==> src/rtl/cgd_pkg.sv <==
package cgd_pkg;
   typedef logic [1:0] dcode_t;
   localparam dcode_t DC_NORMAL = 2'b11;
   localparam dcode_t DC_ONSTATE = 2'b10;
   localparam dcode_t DC_OPEN = 2'b01;
   localparam dcode_t DC_BYPASS = 2'b00;
endpackage

==> src/rtl/cgd_gate.sv <==
module cgd_gate (
   input  logic clk,
   input  logic rst_n,
   input  logic par,
   input  logic spi,
   input  logic and_sel,
   input  logic gate_en,
   input  logic latch_sel,
   input  logic raw_ot,
   output logic req,
   output logic cmd,
   output logic rise,
   output logic drv_on
);
   logic req_q;
   logic ot_lock;
   logic ot_lock_d;

   always_comb begin
      req  = and_sel ? (par & spi) : (par | spi);
      cmd  = req & gate_en;
      rise = req & ~req_q;
      ot_lock_d = latch_sel & ((ot_lock & ~rise) | (cmd & raw_ot));
      drv_on = rst_n & cmd & ~raw_ot & ~ot_lock;
   end

   always_ff @(posedge clk or negedge rst_n) begin
      if (!rst_n) begin
         req_q   <= 1'b0;
         ot_lock <= 1'b0;
      end else begin
         req_q   <= req;
         ot_lock <= ot_lock_d;
      end
   end

   // restart mode drives again once the sensor is quiet
   p_restart_drives_r3: assert property (@(posedge clk) disable iff (!rst_n)
      (!latch_sel && $past(!latch_sel) && cmd && !raw_ot) |-> drv_on);

   // latched shutdown holds until a new request edge
   p_latch_holds_r4: assert property (@(posedge clk) disable iff (!rst_n)
      (latch_sel && $past(latch_sel) && $past(cmd && raw_ot) && !rise) |-> !drv_on);
endmodule

==> src/rtl/cgd_filter.sv <==
module cgd_filter #(
   parameter int FILT_TICKS = 100
) (
   input  logic            clk,
   input  logic            rst_n,
   input  logic            tick,
   input  logic            clr,
   input  logic            raw_any,
   input  cgd_pkg::dcode_t rcode,
   output logic            filt,
   output cgd_pkg::dcode_t code
);
   import cgd_pkg::*;
   localparam int CNT_W = $clog2(FILT_TICKS + 1);
   localparam logic [CNT_W-1:0] CNT_TOP = CNT_W'(FILT_TICKS);

   logic [CNT_W-1:0] cnt;
   dcode_t kind_q;
   logic same_kind;

   generate
      if (FILT_TICKS < 1) begin : g_bad_filt
         $error("cgd_filter: FILT_TICKS must be at least 1");
      end
   endgenerate

   always_comb begin
      same_kind = raw_any & (rcode == kind_q);
      filt      = same_kind & (cnt == CNT_TOP);
   end

   always_ff @(posedge clk or negedge rst_n) begin
      if (!rst_n) begin
         cnt    <= '0;
         kind_q <= DC_NORMAL;
         code   <= DC_NORMAL;
      end else begin
         kind_q <= rcode;
         if (clr || !same_kind) cnt <= '0;
         else if (tick && cnt != CNT_TOP) cnt <= cnt + 1'b1;
         if (clr) code <= DC_NORMAL;
         else if (filt) code <= rcode;
      end
   end

   // a code only moves after a full filter window
   p_code_waits_r5: assert property (@(posedge clk) disable iff (!rst_n)
      (!$stable(code) && !$past(clr)) |-> ($past(cnt) == CNT_TOP));

   // clear returns the code to normal
   p_clear_normal_r7: assert property (@(posedge clk) disable iff (!rst_n)
      clr |=> (code == DC_NORMAL));
endmodule

==> src/rtl/chan_guard_diag.sv <==
module chan_guard_diag #(
   parameter int NCH        = 6,
   parameter int NCFG       = 3,
   parameter int FILT_TICKS = 100
) (
   input  logic              clk,
   input  logic              rst_n,
   input  logic              tick_us,
   input  logic              gate_en,
   input  logic [NCH-1:0]    par_in,
   input  logic [NCH-1:0]    spi_on,
   input  logic              and_sel,
   input  logic              latch_sel,
   input  logic              ot_pin_sel,
   input  logic [NCFG-1:0]   sense_off,
   input  logic [NCH-1:0]    raw_ovl,
   input  logic [NCH-1:0]    raw_ot,
   input  logic [NCH-1:0]    raw_ol,
   input  logic [NCH-1:0]    raw_byp,
   input  logic              ic_hot,
   input  logic              diag_clr,
   output logic [NCH-1:0]    drv_on,
   output logic [NCH-1:0]    diag_pin,
   output logic [2*NCH-1:0]  diag_code,
   output logic              chan_ot,
   output logic              fault_n
);
   import cgd_pkg::*;
   localparam int CFG_BASE = NCH - NCFG;

   logic [NCH-1:0] req, cmd, rise, filt, on_f, off_f, sense_en, otf;
   logic [NCH-1:0] pin_base;

   generate
      if (NCH < 1 || NCFG < 1 || NCFG > NCH) begin : g_bad_cfg
         $error("chan_guard_diag: need 1 <= NCFG <= NCH");
      end

      for (genvar i = 0; i < NCH; i++) begin : g_ch
         dcode_t rcode;
         dcode_t code_i;

         cgd_gate i_gate (
            .clk(clk), .rst_n(rst_n), .par(par_in[i]), .spi(spi_on[i]),
            .and_sel(and_sel), .gate_en(gate_en), .latch_sel(latch_sel),
            .raw_ot(raw_ot[i]), .req(req[i]), .cmd(cmd[i]), .rise(rise[i]),
            .drv_on(drv_on[i])
         );

         if (i >= CFG_BASE) begin : g_cfg_sense
            assign sense_en[i] = ~sense_off[i-CFG_BASE];
         end else begin : g_fixed_sense
            assign sense_en[i] = 1'b1;
         end

         always_comb begin
            on_f[i]  = cmd[i] & (raw_ovl[i] | raw_ot[i]);
            off_f[i] = ~cmd[i] & sense_en[i] & (raw_ol[i] | raw_byp[i]);
            if (on_f[i]) rcode = DC_ONSTATE;
            else if (raw_byp[i]) rcode = DC_BYPASS;
            else rcode = DC_OPEN;
            pin_base[i] = filt[i] ? ~req[i] : req[i];
         end

         cgd_filter #(.FILT_TICKS(FILT_TICKS)) i_filt (
            .clk(clk), .rst_n(rst_n), .tick(tick_us), .clr(diag_clr),
            .raw_any(on_f[i] | off_f[i]), .rcode(rcode),
            .filt(filt[i]), .code(code_i)
         );
         assign diag_code[2*i +: 2] = code_i;

         always_ff @(posedge clk or negedge rst_n) begin
            if (!rst_n) otf[i] <= 1'b0;
            else otf[i] <= (otf[i] & ~rise[i]) | (filt[i] & on_f[i] & raw_ot[i]);
         end

         if (i == NCH - 1) begin : g_last_pin
            assign diag_pin[i] = ot_pin_sel ? ~(chan_ot | ic_hot) : pin_base[i];
         end else begin : g_plain_pin
            assign diag_pin[i] = pin_base[i];
         end
      end
   endgenerate

   assign chan_ot = |otf;
   assign fault_n = &diag_code;

   // global disable blanks every drive
   p_disable_blanks_r2: assert property (@(posedge clk) disable iff (!rst_n)
      !gate_en |-> (drv_on == '0));

   // the fault flag only falls after a filtered fault
   p_fault_falls_r8: assert property (@(posedge clk) disable iff (!rst_n)
      $fell(fault_n) |-> $past(|filt));

   // a channel flag never appears without a filtered fault
   p_otflag_source_r10: assert property (@(posedge clk) disable iff (!rst_n)
      $rose(chan_ot) |-> $past(|(filt & on_f)));
endmodule

==> config.mk <==
export PLATFORM = sky130hd
export DESIGN_NAME = chan_guard_diag
export DESIGN_NICKNAME = d
export VERILOG_FILES = /design/src/rtl/cgd_pkg.sv /design/src/rtl/cgd_gate.sv /design/src/rtl/cgd_filter.sv /design/src/rtl/chan_guard_diag.sv
export SDC_FILE = /design/constraint.sdc
export NUM_CORES = 1
export LEC_CHECK = 0
export BUFFER_PORTS_ARGS = -buffer_cell sky130_fd_sc_hd__buf_4
export CAP_MARGIN = 5
export CORE_ASPECT_RATIO = 1.1
export CORE_MARGIN = 5
export CORE_UTILIZATION = 61
export CTS_CLUSTER_SIZE = 12
export DETAILED_ROUTE_END_ITERATION = 10
export GPL_ROUTABILITY_DRIVEN = 0
export HOLD_SLACK_MARGIN = 0.1
export MAX_ROUTING_LAYER = met4
export PLACE_DENSITY = 0.93
export SETUP_SLACK_MARGIN = 0.5
export SLEW_MARGIN = 0
export SYNTH_ARGS = -nofsm -noshare
export SYNTH_HDL_FRONTEND = slang
export SYNTH_SLANG_ARGS = --single-unit
==> constraint.sdc <==
create_clock -name clk -period 4.6 [get_ports clk]
set_input_delay 0.46 -clock clk [delete_from_list [all_inputs] [get_ports clk]]
set_output_delay 0.46 -clock clk [all_outputs]
set_load 0.01 [all_outputs]
==> impl_summary.log <==
INFO  metric avgRoutedWirePerCell = 17.8 um
INFO  metric finalMaxSlewViolations = 0
INFO  metric io_buffer_count = 73
INFO  metric synthCells = 473
INFO  metric start_util = a little under two thirds
INFO  metric post-route-period-util = 65.3%
INFO  metric num-fill-cells = approximately 490
INFO  metric clock_root_buffer = sky130_fd_sc_hd__clkbuf_8
INFO  metric relSlewSlack = between 50% and 60%
INFO  metric drt-total-wl = 11.3 mm
INFO  metric finalClockSkew = 9.62 ps
INFO  metric post_drt_via_cell_ratio = between 6 and 7
INFO  metric synth_edf_count = 0
INFO  metric timing.critical_path.to_type = primary output
INFO  metric antenna_cells = 0
INFO  metric timing.setup.critical_path_class = reg2out
INFO  metric first_global_vias = about 4000
INFO  metric dp_hpwl = 8.17 mm
INFO  metric cts-root-to-sink-buffers = 2
INFO  metric crit_buf_inv = 2
INFO  metric finalHoldViolCount = 0
INFO  metric place_worst_setup_slack = 1920 ps
INFO  metric boundaryPins = 74
INFO  metric cts_buffers = 9
INFO  metric slowest_stage = sky130_fd_sc_hd__or3_1
INFO  metric cellPowerDensity = roughly 290 nW/um^2
INFO  metric grt_max_degree = 55
INFO  metric synth_area = between 4000 and 5000 um^2
INFO  metric timing.critical_path.from_type = flip-flop
INFO  metric critical_path.reg2reg.endpoint = g_ch[5].i_filt.code[0]$_DFFE_PN1P_
INFO  metric multi_input_comb_area = 2190 um^2
INFO  metric clk_pin_slew_worst_paths = 80 ps
INFO  metric layout.area.seq = 2130 um^2
INFO  metric synthesis.nets = between 500 and 600
INFO  metric grt_setup_unrepaired = false
INFO  metric postSynth.topFlopCell = sky130_fd_sc_hd__dfrtp_1
INFO  metric worstHoldPathCells = 2
INFO  metric vdd_drop_max = 0.208 mV
INFO  metric yosysWarningCount = 0
INFO  metric setup-tns-final = 0 ps
INFO  metric detail-route-antenna-nets = 0
INFO  metric sequential_area_share_after_synthesis = 47.4%
INFO  metric worst_slew_pin_slew = 673 ps
INFO  metric clk-insertion-delay-late = 350 ps
INFO  metric drt_iter0_drc = 236
INFO  metric critical_path.max_stage_delay = ~440 ps
INFO  metric drt_first_pass_iters = 5
INFO  metric die_h = 100 um
INFO  metric number_of_antenna_violations_at_the_first_check_in_global_routing = 0
INFO  metric finalNetCount = 603
INFO  metric clock_sinks = 84
INFO  metric layout_min_cycle_time = 3000 ps
INFO  metric synth.top_cells.by_area = sky130_fd_sc_hd__dfrtp_1 33%, sky130_fd_sc_hd__dfstp_2 14%, sky130_fd_sc_hd__nor2_1 4.9%, sky130_fd_sc_hd__xnor2_1 4.3%, sky130_fd_sc_hd__nand2_1 3.7%
INFO  metric reg2reg_depth = 7
INFO  metric yosysTopAreaCell = sky130_fd_sc_hd__dfrtp_1
INFO  metric setup_bufs_post_cts = 0
INFO  metric leakage = 0.00227 uW
INFO  metric cap_viol_max_count = 0
INFO  metric netlist-cell-type-count = 55
INFO  metric reg2reg_from = g_ch[5].i_filt.cnt[0]$_DFFE_PN0P_
INFO  metric worst_hold_path_type = in2reg
INFO  metric hold_start = raw_byp[4]
INFO  metric postSynthRegisterBits = 84
INFO  metric global_routing_usage_summed_across_all_routing_layers = 25.9%
INFO  metric timing.reg2reg.setup_slack = 2460 ps
INFO  metric die_w = roughly 92 um
INFO  metric num_rows = 32
INFO  metric critical_path_s_top_delay_family = compound AO/OA/AOI/OAI gates
INFO  metric worst_ep_required_time = 4140 ps
INFO  metric top_area_cell_type_share_of_the_netlist_area = 33.4%
INFO  metric synthesis.area_per_instance = roughly 9.5 um^2
INFO  metric drive_gt1_share = 23.5%
INFO  metric global_route.overflow_total = 0
INFO  metric dr_total_vias = 3909
INFO  metric crit_chain = inv_1 > ha_1 > nand4_1 > or3_1 > a211o_1 > a21boi_1 > xnor2_1 > o21ai_1 > buf_4
INFO  metric grt_pass1_wl = 18.5 mm
INFO  metric finalSetupViolCount = 0
INFO  metric full_die_area = 9190 um^2
INFO  metric async_flop_share = 100%
INFO  metric htree_levels = 3
INFO  metric fin_ws = 1600 ps
INFO  metric tritoncts_clock_tree = yes
INFO  metric achievable-frequency = 333 MHz
INFO  metric outcome = completed
INFO  metric min_delay_worst_endpoint = g_ch[4].i_filt.kind_q[0]$_DFF_PN1_
INFO  metric worstPathArrival = between 2000 and 3000 ps
INFO  metric drc = 0
INFO  metric syn_to_final_growth = 17.8%
INFO  metric core-area = around 7100 um^2
INFO  metric startpoint = g_ch[5].i_filt.cnt[0]$_DFFE_PN0P_
INFO  metric crit_fanout = 6
cells in the final DEF (no fill, tap or decap), types with 17 or more instances in the layout:
cell and count:
sky130_fd_sc_hd__nor3_1 24, sky130_fd_sc_hd__xnor2_1 22, sky130_fd_sc_hd__nand4_1 17, sky130_fd_sc_hd__inv_1 17, sky130_fd_sc_hd__nand3_1 17, sky130_fd_sc_hd__buf_4 74, sky130_fd_sc_hd__dfstp_2 24, sky130_fd_sc_hd__dfrtp_1 60
sky130_fd_sc_hd__nand2_1 44, sky130_fd_sc_hd__nor2_1 59
registers in the layout (all words and copies together) (netlist names):
name	count
g_ch.i_filt.cnt	42
g_ch.i_filt.code	12
g_ch.i_filt.kind_q	12
g_ch.i_gate.ot_lock	6
g_ch.i_gate.req_q	6
otf	6
layer usage:
metal / global-route usage, % / up-vias / part of all wire [%]
met1: 31.6 / 1911 / 40
met5: - / - / 0
met3: 6.00 / 30 / 8.0
li1: - / 1796 / -
met4: 9.71 / 0 / 2.6
met2: 42.4 / 172 / 49
worst max path at each step:
stage	endpoint	slack (ps)	cells past startpoint
6_report	diag_pin[5]	1600	9
5_1_grt	diag_pin[5]	1460	9
4_1_cts	diag_pin[5]	1600	9
3_5_place_dp	diag_pin[0]	1920	9
3_3_place_gp	diag_pin[4]	2050	7
2_1_floorplan	diag_pin[5]	2220	9
through the flow:
| stage | power [uW] | std cells | utilization [%] | instance area, um^2 | hold WS, ps |
|---|---|---|---|---|---|
| after floorplan | 871 | 473 | - | 4490 | 164 |
| after global placement | 950 | 616 | 71.6 | 5070 | 419 |
| after detailed placement | 957 | 616 | 71.6 | 5070 | 423 |
| after CTS | 1520 | 633 | 74.7 | 5290 | 234 |
| after global routing | 1570 | 633 | 74.7 | 5290 | 228 |
| final | 1510 | 633 | 74.7 | 5290 | 245 |
timing repair:
action                    in CTS  in global routing
gates resized for setup        0                  0
hold endpoints to repair      21                  0
hold buffers                   1                  0
worst reg2reg max path: stages, from the launching register on:
cell                       delay, ps
sky130_fd_sc_hd__dfrtp_1         400
sky130_fd_sc_hd__inv_1           100
sky130_fd_sc_hd__ha_1            160
sky130_fd_sc_hd__nand4_1          90
sky130_fd_sc_hd__or3_1           440
sky130_fd_sc_hd__a211o_1         350
sky130_fd_sc_hd__a21boi_1        190
sky130_fd_sc_hd__a211o_1         330
cell usage after synthesis (4+ instances only):
cell type                  instances
sky130_fd_sc_hd__inv_1            17
sky130_fd_sc_hd__a21o_1            7
sky130_fd_sc_hd__xor2_1           16
sky130_fd_sc_hd__o21bai_1          4
sky130_fd_sc_hd__nor3_1           24
sky130_fd_sc_hd__nor2b_1           4
sky130_fd_sc_hd__inv_2             6
sky130_fd_sc_hd__xnor2_1          22
sky130_fd_sc_hd__o21ai_0          15
sky130_fd_sc_hd__nand2_1          44
sky130_fd_sc_hd__a211o_1           7
sky130_fd_sc_hd__a21boi_0          7
sky130_fd_sc_hd__dfstp_2          24
sky130_fd_sc_hd__ha_1             12
sky130_fd_sc_hd__nand4_1          17
sky130_fd_sc_hd__nor2_1           59
sky130_fd_sc_hd__nand3_1          17
sky130_fd_sc_hd__buf_4             6
sky130_fd_sc_hd__a21oi_1          14
sky130_fd_sc_hd__nor4_1            9
sky130_fd_sc_hd__nand2b_1         11
sky130_fd_sc_hd__clkbuf_1          8
sky130_fd_sc_hd__and3_1            8
sky130_fd_sc_hd__o21ai_1           4
sky130_fd_sc_hd__dfrtp_1          60
cells by family (layout without fill, tap and decap cells):
kind of cell	Yosys count	in the layout	share of synthesized area [%]
AND/OR/NAND/NOR	214	214	23.9
flip-flops	84	84	47.4
AO/OA/AOI/OAI	83	83	13.5
buffers and inverters	39	114	3.76
XOR/XNOR	38	38	7.41
adder cells (fa/ha/maj)	12	12	3.34
multiplexers	3	3	0.668
area by class of cell:
cell class,instances,share of cell area (%)
Multi-Input combinational cell,350,41.4
Sequential cell,84,40.3
Timing Repair Buffer,75,10.7
Clock buffer,12,2.55
Tap cell,85,2.01
Inverter,23,1.63
Clock inverter,4,1.39
power breakdown:
| group | internal, uW | switching (uW) | leakage (uW) |
|---|---|---|---|
| Combinational | 70.8 | 104 | 0.00110 |
| Clock | 307 | 257 | 0.000105 |
| Sequential | 760 | 11.3 | 0.00107 |
| Total | 1140 | 372 | 0.00227 |
(Power assumes the default switching activity.)
